File: src/rtl/cyc_mem_pkg.sv
`timescale 1ns/1ps
package cyc_mem_pkg;

   typedef enum logic [2:0] {
      ST_IDLE,
      ST_ROW_OPEN,
      ST_RCD,
      ST_COLS,
      ST_REF_INC,
      ST_REF_CMP
   } seq_state_t;

endpackage

File: src/rtl/onehot_ring.sv
`timescale 1ns/1ps
module onehot_ring #(
   parameter int LEN = 4
) (
   input  logic           clk,
   input  logic           rst_n,
   input  logic           clear,
   input  logic           load,
   input  logic           step,
   output logic [LEN-1:0] q,
   output logic [((LEN > 1) ? $clog2(LEN) : 1)-1:0] idx
);
   localparam int IW = (LEN > 1) ? $clog2(LEN) : 1;

   generate
      if (LEN < 2) begin : g_len_bad
         $error("onehot_ring needs LEN >= 2");
      end
   endgenerate

   always_ff @(posedge clk or negedge rst_n) begin
      if (!rst_n)      q <= '0;
      else if (clear)  q <= '0;
      else if (load)   q <= LEN'(1);
      else if (step)   q <= {q[LEN-2:0], q[LEN-1]};
   end

   always_comb begin
      idx = '0;
      for (int i = 0; i < LEN; i++) begin
         if (q[i]) idx = IW'(i);
      end
   end
endmodule

File: src/rtl/slot_divider.sv
`timescale 1ns/1ps
module slot_divider #(
   parameter int DIV = 2
) (
   input  logic clk,
   input  logic rst_n,
   input  logic run,
   input  logic restart,
   output logic slot_end
);
   generate
      if (DIV < 1) begin : g_div_bad
         $error("slot_divider needs DIV >= 1");
      end else if (DIV == 1) begin : g_div_one
         logic unused_sig;
         assign unused_sig = ^{clk, rst_n, restart};
         assign slot_end   = run;
      end else begin : g_div_cnt
         localparam int CW = $clog2(DIV);
         logic [CW-1:0] cnt;
         assign slot_end = run && (cnt == CW'(DIV - 1));
         always_ff @(posedge clk or negedge rst_n) begin
            if (!rst_n)                   cnt <= '0;
            else if (restart || slot_end) cnt <= '0;
            else if (run)                 cnt <= cnt + 1'b1;
         end
      end
   endgenerate
endmodule

File: src/rtl/seq_timing_fsm.sv
`timescale 1ns/1ps
module seq_timing_fsm
   import cyc_mem_pkg::*;
#(
   parameter int RCD_WAIT = 2,
   parameter int REF_GAP  = 3
) (
   input  logic clk,
   input  logic rst_n,
   input  logic start_in,
   input  logic slot_end,
   input  logic last_col,
   input  logic last_row,
   output logic row_step,
   output logic col_load,
   output logic col_run
);
   localparam int WW = $clog2(RCD_WAIT + 1);
   localparam int RW = $clog2(REF_GAP + 1);

   generate
      if (RCD_WAIT < 1 || REF_GAP < 1) begin : g_cfg_bad
         $error("seq_timing_fsm needs RCD_WAIT >= 1 and REF_GAP >= 1");
      end
   endgenerate

   seq_state_t      st, st_nxt;
   logic [WW-1:0]   wcnt;
   logic [RW-1:0]   rcnt;
   logic            rcd_done, ref_done;

   assign rcd_done = (wcnt == WW'(RCD_WAIT - 1));
   assign ref_done = (rcnt >= RW'(REF_GAP));
   assign row_step = (st == ST_ROW_OPEN);
   assign col_load = (st == ST_RCD) && rcd_done;
   assign col_run  = (st == ST_COLS);

   always_comb begin
      st_nxt = st;
      unique case (st)
         ST_IDLE:     if (start_in) st_nxt = ST_ROW_OPEN;
         ST_ROW_OPEN: st_nxt = ST_RCD;
         ST_RCD:      if (rcd_done) st_nxt = ST_COLS;
         ST_COLS:     if (slot_end && last_col)
                         st_nxt = last_row ? ST_REF_INC : ST_ROW_OPEN;
         ST_REF_INC:  st_nxt = ST_REF_CMP;
         ST_REF_CMP:  st_nxt = ref_done ? ST_ROW_OPEN : ST_REF_INC;
         default:     st_nxt = ST_IDLE;
      endcase
   end

   always_ff @(posedge clk or negedge rst_n) begin
      if (!rst_n) begin
         st   <= ST_IDLE;
         wcnt <= '0;
         rcnt <= '0;
      end else begin
         st <= st_nxt;
         if (st == ST_ROW_OPEN)                 wcnt <= '0;
         else if (st == ST_RCD)                 wcnt <= wcnt + 1'b1;
         if (st == ST_REF_INC)                  rcnt <= rcnt + 1'b1;
         else if (st == ST_REF_CMP && ref_done) rcnt <= '0;
      end
   end
endmodule

File: src/rtl/cyc_seq_mem.sv
`timescale 1ns/1ps
module cyc_seq_mem #(
   parameter int ROWS     = 4,
   parameter int COLS     = 4,
   parameter int DW       = 8,
   parameter int RCD_WAIT = 2,
   parameter int COL_DIV  = 2,
   parameter int REF_GAP  = 3
) (
   input  logic            clk,
   input  logic            rst_n,
   input  logic            start_in,
   input  logic            we_n,
   input  logic [DW-1:0]   din,
   output logic [DW-1:0]   dout,
   output logic [ROWS-1:0] row_sel,
   output logic [COLS-1:0] col_sel,
   output logic            last_row_out
);
   localparam int DEPTH = ROWS * COLS;
   localparam int AW    = $clog2(DEPTH);
   localparam int RIW   = $clog2(ROWS);
   localparam int CIW   = $clog2(COLS);

   generate
      if (ROWS < 2 || COLS < 2 || DW < 1) begin : g_geom_bad
         $error("cyc_seq_mem needs ROWS >= 2, COLS >= 2, DW >= 1");
      end
   endgenerate

   logic           row_step, col_load, col_run, slot_end;
   logic [RIW-1:0] row_idx;
   logic [CIW-1:0] col_idx;
   logic [AW-1:0]  cell_addr;
   logic [DW-1:0]  cells [DEPTH];

   seq_timing_fsm #(.RCD_WAIT(RCD_WAIT), .REF_GAP(REF_GAP)) u_fsm (
      .clk      (clk),
      .rst_n    (rst_n),
      .start_in (start_in),
      .slot_end (slot_end),
      .last_col (col_sel[COLS-1]),
      .last_row (row_sel[ROWS-1]),
      .row_step (row_step),
      .col_load (col_load),
      .col_run  (col_run)
   );

   slot_divider #(.DIV(COL_DIV)) u_div (
      .clk      (clk),
      .rst_n    (rst_n),
      .run      (col_run),
      .restart  (col_load),
      .slot_end (slot_end)
   );

   onehot_ring #(.LEN(ROWS)) u_row_ring (
      .clk   (clk),
      .rst_n (rst_n),
      .clear (1'b0),
      .load  (row_step && !(|row_sel)),
      .step  (row_step),
      .q     (row_sel),
      .idx   (row_idx)
   );

   onehot_ring #(.LEN(COLS)) u_col_ring (
      .clk   (clk),
      .rst_n (rst_n),
      .clear (slot_end && col_sel[COLS-1]),
      .load  (col_load),
      .step  (slot_end),
      .q     (col_sel),
      .idx   (col_idx)
   );

   assign cell_addr    = AW'(row_idx) * AW'(COLS) + AW'(col_idx);
   assign last_row_out = slot_end && col_sel[COLS-1] && row_sel[ROWS-1];

   always_ff @(posedge clk) begin
      if (slot_end && !we_n) cells[cell_addr] <= din;
   end

   always_ff @(posedge clk or negedge rst_n) begin
      if (!rst_n)                dout <= '0;
      else if (slot_end && we_n) dout <= cells[cell_addr];
   end
endmodule

File: config.mk
export PLATFORM = sky130hd
export DESIGN_NAME = cyc_seq_mem
export DESIGN_NICKNAME = d
export VERILOG_FILES = /design/src/rtl/cyc_mem_pkg.sv /design/src/rtl/onehot_ring.sv /design/src/rtl/slot_divider.sv /design/src/rtl/seq_timing_fsm.sv /design/src/rtl/cyc_seq_mem.sv
export SDC_FILE = /design/constraint.sdc
export NUM_CORES = 1
export LEC_CHECK = 0
export ABC_AREA = 1
export BUFFER_PORTS_ARGS = -buffer_cell sky130_fd_sc_hd__buf_2
export CAP_MARGIN = 5
export CORE_ASPECT_RATIO = 1.1
export CORE_MARGIN = 3
export CORE_UTILIZATION = 55
export CTS_BUF_LIST = sky130_fd_sc_hd__clkbuf_16
export DETAILED_ROUTE_END_ITERATION = 12
export PLACE_DENSITY = 0.75
export SYNTH_ARGS = -nofsm -noshare
export SYNTH_HDL_FRONTEND = slang
export SYNTH_SLANG_ARGS = --single-unit
File: constraint.sdc
create_clock -name clk -period 1.95 [get_ports clk]
set_clock_uncertainty 0.1 [all_clocks]
set_input_delay 0.2925 -clock clk [delete_from_list [all_inputs] [get_ports clk]]
set_output_delay 0.2925 -clock clk [all_outputs]
set_load 0.03 [all_outputs]
==> results.cfg <==
[worst_setup_path]
rr_endpoint = cells[10][5]$_DFFE_PP_
crit_fanout = 5
reg2reg_depth = 8
rrSetupSlack_ns = 0
criticalPathCategory = reg -> out
cp-startpoint = u_fsm.st[2]$_DFFE_PN0P_
critical_path_required_ns = 1.56
endpoint = last_row_out
arrival_ns = 1.60
start_kind = flip-flop
reg2reg_from = u_fsm.st[2]$_DFFE_PN0P_
crit_path_end_kind = output port

[die]
pin_count = 29
design.core.area_um2 = 11210
dieArea_um2 = 13090
die_w_um = 109.4
rows = 40
die_y_um = 119.7
start_util_pct = 57.67

[synth]
yosys.area_share.simple_pct = 22.16
synth_compound_area_share_pct = 3.697
synth_top_area_share_pct = 59.45
synthTopCellsByArea = edfxtp_1 59%, dfrtp_1 9.3%, nor2_1 8.4%
yosys.cell_types.count = 23
syn_inst = 618
synth.area.mux_share_pct = 0
synth_top_family_by_area = simple AND/OR/NAND/NOR gates
syn_area_um2 = 6465
yosysTopAreaCell = edfxtp_1
ys_ff_latch = 152
avgSynthCellArea_um2 = 10.46
ys.warnings.count = 0
synth_xor_xnor_area_share_pct = 0
synthAdderAreaFrac_pct = 0.3871
syn-num-nets = 632
ys_seq_area_share_pct = 68.74

[clocking]
cts_max_level = 4
clk_pin_slew_ns = 0.06
tritoncts = yes
cts_buffers = 17
clock-root-buffer = clkbuf_16
clk_latency_ns = 0.41
cts.sinks = 152
clock_path_buffers = 2

[run]
drv_cap = 0

[grt]
grt_pass1_wl_mm = 23.59
grt-ovfl-total = 0
grt_start_max_net_pins = 41
grt_pass1_vias = 4614
antenna_found_initial = 0
grt.total_usage_pct = 24.46

[pwr]
p_per_area_nw_per_um2 = 850.6
pwr-share-seq_pct = 52.7
ir_drop_v = 0.0006062
clockPowerShare_pct = 45.1
p_leak_nw = 3.241
power.internal_w = 0.005316
swShare_pct = 20.84
comb_power_share_pct = 2.2
netSwitchingPower_w = 0.001399

[finish]
final_util_pct = 70.41
layout.nets = 708
ff_latch_area_um2 = 4448
num-fill-cells = 757
antenna_cells = 0
final_area_um2 = 7894
area_growth_pct = 22.10
multi_input_area_um2 = 1836
drive_above_1_share_pct = 21.64

[sta]
setup-violations-final = 15
hold_violations = 0
fmaxAchievable_mhz = 501.7
relSlewSlack_pct = 62.95
worst_slew_pin_slew_ns = 0.5557
rsz0062_at_grt = yes
min_period_ns = 1.993
setup_ws_ns = -0.04337
min_period_over_period_pct = 102.2
drv_slew = 0
whs_ns = 0.1256

[place]
gp_congestion = 0.8771
io_buffer_count = 28
dpl_cell_area_um2 = 7025
dp_slack_ns = -0.07619
dp_hpwl_mm = 10.25

[routing]
avgViaCountPerCell = 5.570
vias = 4757
drt-total-wl_mm = 15.86
final_antenna_net_count = 0
drc = 0
drt_iter0_markers = 473
firstDrtPassIters = 5
wire_per_inst_um = 18.58

[run_status]
status = finished, violations left
violations = negative setup slack

[min_path]
hp-class = in -> reg
==> logic make-up (layout without fill, tap and decap cells) <==
logic type,after synthesis,after routing
AND/OR/NAND/NOR,340,340
flip-flops,152,152
buffers and inverters,78,167
AO/OA/AOI/OAI,46,46
adder cells (fa/ha/maj),2,2
==> power groups by stage <==
stage	Sequential, W	Combinational, W	Clock, W
2_1_floorplan	0.00363	0.0000225	0
3_3_place_gp	0.00361	0.000138	0
3_5_place_dp	0.00361	0.000140	0
4_1_cts	0.00354	0.000143	0.00304
5_1_grt	0.00354	0.000158	0.00321
6_report	0.00354	0.000145	0.00303
==> cell usage in the layout (no fill, tap or decap), types with 5 or more instances in the layout <==
master / instances
edfxtp_1: 128
nor2_1: 125
nand2_1: 110
nand3_1: 58
inv_1: 49
buf_4: 32
buf_2: 27
o21ai_1: 21
dfrtp_1: 21
nor2_2: 19
clkbuf_16: 19
o21ai_0: 12
buf_6: 11
nand3b_1: 9
nor2_4: 8
a21oi_1: 7
clkinv_1: 6
inv_2: 5
buf_12: 5
==> repair_timing <==
item / CTS / global route
buffers inserted: 0 / 9
cloned: 0 / 3
hold endpoints to repair: 24 / 0
resized for setup: 11 / 31
hold buffers: 1 / 0
pin swaps: 2 / 12
endpoints found under the setup margin: 99 / 121
==> synth_stat cells <==
library cell  count
a211oi_1          1
a21oi_1           7
buf_2            13
buf_4             4
clkbuf_1          4
clkinv_1          2
dfrtp_1          24
edfxtp_1        128
ha_1              2
inv_1            49
inv_2             6
nand2_1         114
nand2_2           3
nand3_1          61
nand3_2           1
nand3b_1          9
nor2_1          145
nor2_2            4
nor2_4            3
o211ai_1          1
o21ai_0          12
o21ai_1          22
o22ai_1           3
==> critical path: stages, from the launching register on <==
cell and delay [ns]:
dfrtp_1 0.41, nor2_4 0.16, nand2_4 0.08, nor2_4 0.16
nand2_2 0.10, nor2_2 0.14, buf_6 0.14
==> layout make-up <==
| class | count | share of cell area (%) |
|---|---|---|
| clock buffers | 17 | 5.389 |
| repair buffers | 78 | 8.353 |
| clock inverters | 15 | 1.585 |
| inverters | 57 | 2.742 |
| flip-flops and latches | 152 | 56.35 |
| well taps | 147 | 2.330 |
| multi-input cells | 388 | 23.25 |
==> per-layer routing <==
layer  global-route usage [%]  routed length, um  vias up
met1                    31.46               6229     2253
met5                        0                  0        -
met3                    6.993               1384       37
met4                    9.899                444        0
met2                    39.01               7805      248
li1                         -                  -     2219
==> stage by stage <==
| step | total power (W) | cells | setup TNS (ns) |
|---|---|---|---|
| after global routing | 0.006904 | 854 | -2.383 |
| after floorplan | 0.003651 | 618 | -4.111 |
| after detailed placement | 0.003748 | 809 | -2.847 |
| final | 0.006715 | 854 | -0.08868 |
| after CTS | 0.006727 | 842 | -0.01539 |
| after global placement | 0.003745 | 809 | 0 |
==> flip-flops by register name, indices dropped and copies added, names as in the netlist <==
name and count:
u_col_ring.q 4, u_row_ring.q 4, u_div.g_div_cnt.cnt 1, cells 128
u_fsm.st 3, u_fsm.rcnt 2, dout 8, u_fsm.wcnt 2
==> worst min-delay path by stage <==
stage,from,endpoint,slack [ns],depth (start not counted)
after floorplan,rst_n,dout[0]$_DFFE_PN0P_,-0.10,0
after global placement,rst_n,u_fsm.st[2]$_DFFE_PN0P_,0.20,1
after detailed placement,rst_n,u_fsm.st[2]$_DFFE_PN0P_,0.21,1
after CTS,start_in,u_fsm.st[1]$_DFFE_PN0P_,0.11,3
after global routing,start_in,u_fsm.st[1]$_DFFE_PN0P_,0.15,3
final,start_in,u_fsm.st[1]$_DFFE_PN0P_,0.13,3
Note: power is estimated with default switching activity, not from simulation.
